===== src/rtl/dmareq_pkg.sv =====
package dmareq_pkg;
    localparam int unsigned CFG_W     = 16;
    localparam int unsigned EN_BIT    = 15;
    localparam int unsigned RXSEL_BIT = 4;
    localparam int unsigned TXSEL_BIT = 0;

    typedef struct packed {
        logic enable;
        logic rx_full_mode;
        logic tx_empty_mode;
    } dma_ctrl_t;

    typedef enum logic [1:0] {
        DIR_IDLE  = 2'd0,
        DIR_READ  = 2'd1,
        DIR_WRITE = 2'd2
    } xfer_dir_e;

    function automatic dma_ctrl_t ctrl_from_word(input logic [CFG_W-1:0] w);
        dma_ctrl_t c;
        c.enable        = w[EN_BIT];
        c.rx_full_mode  = w[RXSEL_BIT];
        c.tx_empty_mode = w[TXSEL_BIT];
        return c;
    endfunction

    function automatic logic [CFG_W-1:0] word_from_ctrl(input dma_ctrl_t c);
        logic [CFG_W-1:0] w;
        w            = '0;
        w[EN_BIT]    = c.enable;
        w[RXSEL_BIT] = c.rx_full_mode;
        w[TXSEL_BIT] = c.tx_empty_mode;
        return w;
    endfunction

    function automatic xfer_dir_e decode_dir(input logic active, input logic is_read);
        if (!active) return DIR_IDLE;
        return is_read ? DIR_READ : DIR_WRITE;
    endfunction
endpackage


===== src/rtl/dmareq_ctrl_reg.sv =====
module dmareq_ctrl_reg
    import dmareq_pkg::*;
(
    input  logic             clk,
    input  logic             rst,
    input  logic             wr_en,
    input  logic [CFG_W-1:0] wr_data,
    output dma_ctrl_t        ctrl,
    output logic [CFG_W-1:0] rd_data
);
    dma_ctrl_t ctrl_q;

    always_ff @(posedge clk) begin
        if (rst) begin
            ctrl_q <= '0;
        end else if (wr_en) begin
            ctrl_q <= ctrl_from_word(wr_data);
        end
    end

    assign ctrl    = ctrl_q;
    assign rd_data = word_from_ctrl(ctrl_q);
endmodule


===== src/rtl/dmareq_threshold.sv =====
module dmareq_threshold
    import dmareq_pkg::*;
#(
    parameter int unsigned DEPTH = 4,
    localparam int unsigned LVL_W = $clog2(DEPTH + 1)
) (
    input  dma_ctrl_t        ctrl,
    input  logic             ack_mode,
    input  xfer_dir_e        dir,
    input  logic [LVL_W-1:0] rx_level,
    input  logic [LVL_W-1:0] tx_level,
    output logic             want_req
);
    localparam logic [LVL_W-1:0] FULL_LVL = LVL_W'(DEPTH);

    logic rx_strict;
    logic tx_strict;
    logic rx_hit;
    logic tx_hit;

    always_comb begin
        rx_strict = ack_mode & ctrl.rx_full_mode;
        tx_strict = ack_mode & ctrl.tx_empty_mode;
        rx_hit    = rx_strict ? (rx_level == FULL_LVL) : (rx_level != '0);
        tx_hit    = tx_strict ? (tx_level == '0) : (tx_level < FULL_LVL);
        unique case (dir)
            DIR_READ:  want_req = ctrl.enable & rx_hit;
            DIR_WRITE: want_req = ctrl.enable & tx_hit;
            default:   want_req = 1'b0;
        endcase
    end
endmodule


===== src/rtl/dmareq_gen.sv =====
module dmareq_gen
    import dmareq_pkg::*;
#(
    parameter int unsigned DEPTH = 4,
    localparam int unsigned LVL_W = $clog2(DEPTH + 1)
) (
    input  logic             clk,
    input  logic             rst,
    input  logic             cfg_wr_en,
    input  logic [15:0]      cfg_wr_data,
    output logic [15:0]      cfg_rd_data,
    input  logic             ack_mode,
    input  logic             cmd_active,
    input  logic             cmd_is_read,
    input  logic [LVL_W-1:0] rx_level,
    input  logic [LVL_W-1:0] tx_level,
    output logic             dma_req
);
    dma_ctrl_t ctrl;
    xfer_dir_e dir;
    logic      want_req;
    logic      req_q;

    dmareq_ctrl_reg u_reg (
        .clk     (clk),
        .rst     (rst),
        .wr_en   (cfg_wr_en),
        .wr_data (cfg_wr_data),
        .ctrl    (ctrl),
        .rd_data (cfg_rd_data)
    );

    assign dir = decode_dir(cmd_active, cmd_is_read);

    dmareq_threshold #(.DEPTH(DEPTH)) u_thr (
        .ctrl     (ctrl),
        .ack_mode (ack_mode),
        .dir      (dir),
        .rx_level (rx_level),
        .tx_level (tx_level),
        .want_req (want_req)
    );

    always_ff @(posedge clk) begin
        if (rst) req_q <= 1'b0;
        else     req_q <= want_req;
    end

    assign dma_req = req_q;
endmodule


===== config.mk =====
export PLATFORM = sky130hd
export DESIGN_NAME = dmareq_gen
export DESIGN_NICKNAME = d
export VERILOG_FILES = /design/src/rtl/dmareq_pkg.sv /design/src/rtl/dmareq_ctrl_reg.sv /design/src/rtl/dmareq_threshold.sv /design/src/rtl/dmareq_gen.sv
export SDC_FILE = /design/constraint.sdc
export NUM_CORES = 1
export LEC_CHECK = 0
export BUFFER_PORTS_ARGS = -buffer_cell sky130_fd_sc_hd__buf_2
export CAP_MARGIN = 40
export CORE_AREA = 3 3 40 42
export DETAILED_ROUTE_END_ITERATION = 16
export DIE_AREA = 0 0 43 45
export GPL_TIMING_DRIVEN = 0
export PLACE_DENSITY = 0.7
export SYNTH_ARGS = -nofsm -noshare
export SYNTH_HDL_FRONTEND = slang
export SYNTH_HIERARCHICAL = 1
export SYNTH_SLANG_ARGS = --single-unit

===== constraint.sdc =====
create_clock -name clk -period 2.75 [get_ports clk]
set_clock_uncertainty 0.05 [all_clocks]
set_input_delay 0.275 -clock clk [delete_from_list [all_inputs] [get_ports clk]]
set_output_delay 0.275 -clock clk [all_outputs]
set_load 0.05 [all_outputs]

* Word level (Yosys, flattened, before mapping)
Cells that the tools add are included.
Storage, ports and cells: input bits 28, output and inout bits 17, word-level logic and storage cells 19, flip-flop bits (word level) 4
Operators by class: equality and inequality tests 3, mux-type cells 5, reduce and logical (&&, ||, !) cells 2, order comparisons 1, bitwise logic cells 4
Operator list (count):
- $and 1x1->1 | 4
- $mux 2 | 2
- $eq 3x3->1 const B | 1
- $logic_not 3->1 | 1
- $lt 3x3->1 const B | 1
- $reduce_bool 3->1 | 1
- $eq 2x1->1 const B | 1
- $eq 2x2->1 const B | 1
- $mux 1 | 2
- $pmux 1 s2 | 1

* Longest topological paths before layout
depth after elaboration 4, depth in mapped cells 7, gate-level depth less buffers 7

* Modules after synthesis
The synthesis kept the hierarchy.
By module, submodules not included:
- dmareq_ctrl_reg | cells an instance 26, sequential area each 60.1 sq um, area each 225.2 sq um, instances 1
- dmareq_threshold | cells an instance 9, sequential area each 0.0 sq um, area each 67.6 sq um, instances 1
- dmareq_gen | cells an instance 4, sequential area each 20.0 sq um, area each 42.5 sq um, instances 1

* Worst setup path after synthesis
OpenSTA, ideal clock, no wires.
kind input to register, from in cmd_is_read, to reg req_q (netlist: dma_req), data arrival time 1.045 ns, slack 1.590 ns, stages 5, setup time 0.065 ns, cell sequence and2b_2 -> ha_1 -> nand2b_1 -> a21oi_1 -> nor2b_1
On the way: word-level cells in the longest chain between the ends 4, elaborated cells between the ends (all ways) 5, those cells by class 2 x eq/ne; 3 x mux
RTL lines:
- from (decl) | RTL line dmareq_gen.sv:14 | input logic cmd_is_read,
- $mux 2 (*) (2 in a row) | RTL line dmareq_pkg.sv:38 | return is_read ? DIR_READ : DIR_WRITE;
- $eq 2x2->1 or $eq 2x1->1 (tied branches) | RTL line dmareq_threshold.sv:26 | unique case (dir)
- $pmux 1 s2 (*) | RTL line dmareq_threshold.sv:26
- named net want_req | RTL line dmareq_gen.sv:21 | logic want_req;
- to (signal assigned) | RTL line dmareq_gen.sv:46 | else req_q <= want_req;
- to (decl) | RTL line dmareq_gen.sv:22 | logic req_q;
Mark *: on every way through the listed nets, which the timed path passes. The rest lies on a longest branch. A chain may end at the register's enable or synchronous reset.

* Worst setup path after layout
from reg u_reg.ctrl_q (netlist bit u_reg/ctrl[1]), to out cfg_rd_data[4]
RTL lines:
- from (decl) | RTL line dmareq_ctrl_reg.sv:11 | dma_ctrl_t ctrl_q;
- from (signal assigned) | RTL line dmareq_ctrl_reg.sv:17 | ctrl_q <= ctrl_from_word(wr_data);
- to (decl) | RTL line dmareq_gen.sv:11 | output logic [15:0] cfg_rd_data,
No word-level cell between the ends.

==> results.yml <==
critical_path:
  cp.arrival_ns: 0.95
  worst-path-max-fanout: 3
  crit-reg2reg-capture: "dma_req"
  cp_data_required_time_ns: 2.42
  cp-start-kind: "flip-flop"
  r2r-start: "u_reg/ctrl[1]"
  critPathKind: "flip-flop to output pin"
  reg2reg_slack_ns: 1.80
  end_kind: "output pin"
  reg2regPathDepth: 4
power_and_ir_drop:
  p_leak_nw: 0.3076
  ir_drop_v: 0.0001552
  total_power_mw: 0.2249
  powerDensity_mw_per_mm2: 439.4
clock_network:
  clockBufferDepth: 2
  cts_tree: "done"
  postCtsHoldBufs: 0
  cts_resized: 0
  path_clk_slew_ns: 0.03
  cts.sinks: 4
  clkLatencyLatePin_ns: 0.23
  clockRootBuffer: "clkbuf_4"
  numCtsBuffers: 3
  htreeDepth: 1
  cts_setup_buffers: 0
final_layout:
  layout.cells.non_filler: 87
  nNetsFinal: 103
  layout.cells.most_common_list: "buf_2 (18), buf_4 (16), conb_1 (13)"
  layout_commonest_cell: "buf_2"
  drive_gt1_share_pct: 55.56
  post-route-cell-area_um2: 511.7
  n_antenna_cell: 0
  finalCoreUtilization_pct: 39.82
  area_growth_pct: 52.61
timing:
  rsz0062_at_grt: "no"
  fmax_ghz: 0.7852
  finalCritPeriodShare_pct: 46.31
  maxSlewViolCount: 0
  whs_ns: 0.1989
  setup_ws_ns: 1.476
  fin_crit_ns: 1.274
  finalSetupViolations: 0
  hold_viol: 0
  setup_tns_ns: 0
routing:
  vias: 309
  drt_iter0_markers: 1
  viasPerCell: 3.552
  wl_per_cell_um: 7.816
  ant_nets: 0
  drt_first_pass_iters: 2
  drc: 0
  drt_wl_total_um: 680
grt:
  antenna_found_initial: 0
  grt-ovfl-total: 0
  grt_pass1_vias: 289
  grt_pass1_wl_um: 1069
  grt.total_usage_pct: 7.494
  grt_max_degree: 5
min_path:
  min_to: "dma_req"
  hold_path.class: "input pin to flip-flop"
  hold_start: "rst"
  min_path_cells: 2
run_status:
  outcome: "completed"
synth:
  synth_area_um2: 335.3
  ys_types: 16
  synth_warnings: 6
  netlist_instances: 39
  ys_seq_area_share_pct: 23.88
  synth.avg_cell_area_um2: 8.598
  ys_seq_elements: 4
floorplanning:
  die_w_um: 43
  io_pins: 45
  num_rows: 13
  die_area_mm2: 0.001935
  start_util_pct: 26.10
  coreArea_mm2: 0.001285
  die_h_um: 45
placement:
  gp_congestion: 0.6945
  placed_cells: 84
  io_buffers: 18
  dpl_cell_area_um2: 489.2
  dp.final_hpwl_um: 637.5
  dp_slack_ns: 1.425
job:
  cap_violations: 0
[worst max-delay path, stage by stage, from the launching register on]
cell and delay [ns]:
dfxtp_1 0.36, buf_4 0.12, buf_2 0.24
[per-layer routing]
metal / up-vias / wire [um] / GRT usage (%)
met1: 127 / 237 / 7.952
li1: 165 / - / -
met3: 0 / 100 / 3.187
met4: 0 / 0 / 5.422
met2: 17 / 342 / 11.98
met5: - / 0 / 0
[worst max path at each step]
| stage | start | end | slack, ns | cells after the start |
|---|---|---|---|---|
| 2_1_floorplan | cmd_is_read | dma_req | 1.59 | 5 |
| 3_3_place_gp | cmd_is_read | dma_req | 1.44 | 6 |
| 3_5_place_dp | cmd_is_read | dma_req | 1.43 | 7 |
| 4_1_cts | u_reg/ctrl[1] | cfg_rd_data[4] | 1.46 | 2 |
| 5_1_grt | u_reg/ctrl[1] | cfg_rd_data[4] | 1.44 | 2 |
| 6_report | u_reg/ctrl[1] | cfg_rd_data[4] | 1.48 | 2 |
[Yosys cell counts (all sizes together)]
cell type | instances | area [um2]
buf | 16 | 120.1
dfxtp | 4 | 80.08
mux2i | 3 | 30.03
nor2 | 3 | 11.26
inv | 2 | 7.510
o211ai | 2 | 20.02
a21oi | 1 | 5.000
and2 | 1 | 7.510
and2b | 1 | 8.760
conb | 1 | 3.750
ha | 1 | 12.51
nand2b | 1 | 6.260
nand3b | 1 | 7.510
nor2b | 1 | 6.260
o311ai | 1 | 8.760
[report_power, final]
group / internal [mW] / switching, mW
combinational: 0.0312 / 0.0617
clock: 0.0485 / 0.0199
sequential: 0.0613 / 0.00215
[registers in the layout, indices dropped and copies added (netlist names)]
signal,count
dma_req,1
u_reg/ctrl,3
[cells by family after synthesis]
kind of cell | count (synthesis) | synth area share (%)
simple gates | 8 | 14.18
fa+ha+maj | 1 | 3.731
compound gates | 4 | 10.07
mux | 3 | 8.956
buf+inv | 18 | 38.06
flops | 4 | 23.88
other cells | 1 | 1.118
[final cells by class]
cell class	count	area [um2]
plain buffers	16	120.1
clock buffers	3	22.52
fillers	140	773.2
inverters	2	7.507
multi-input cells	29	172.7
flip-flops and latches	4	80.08
well taps	15	18.77
repair buffers	18	90.09
Power figures use the tool's default switching activity.
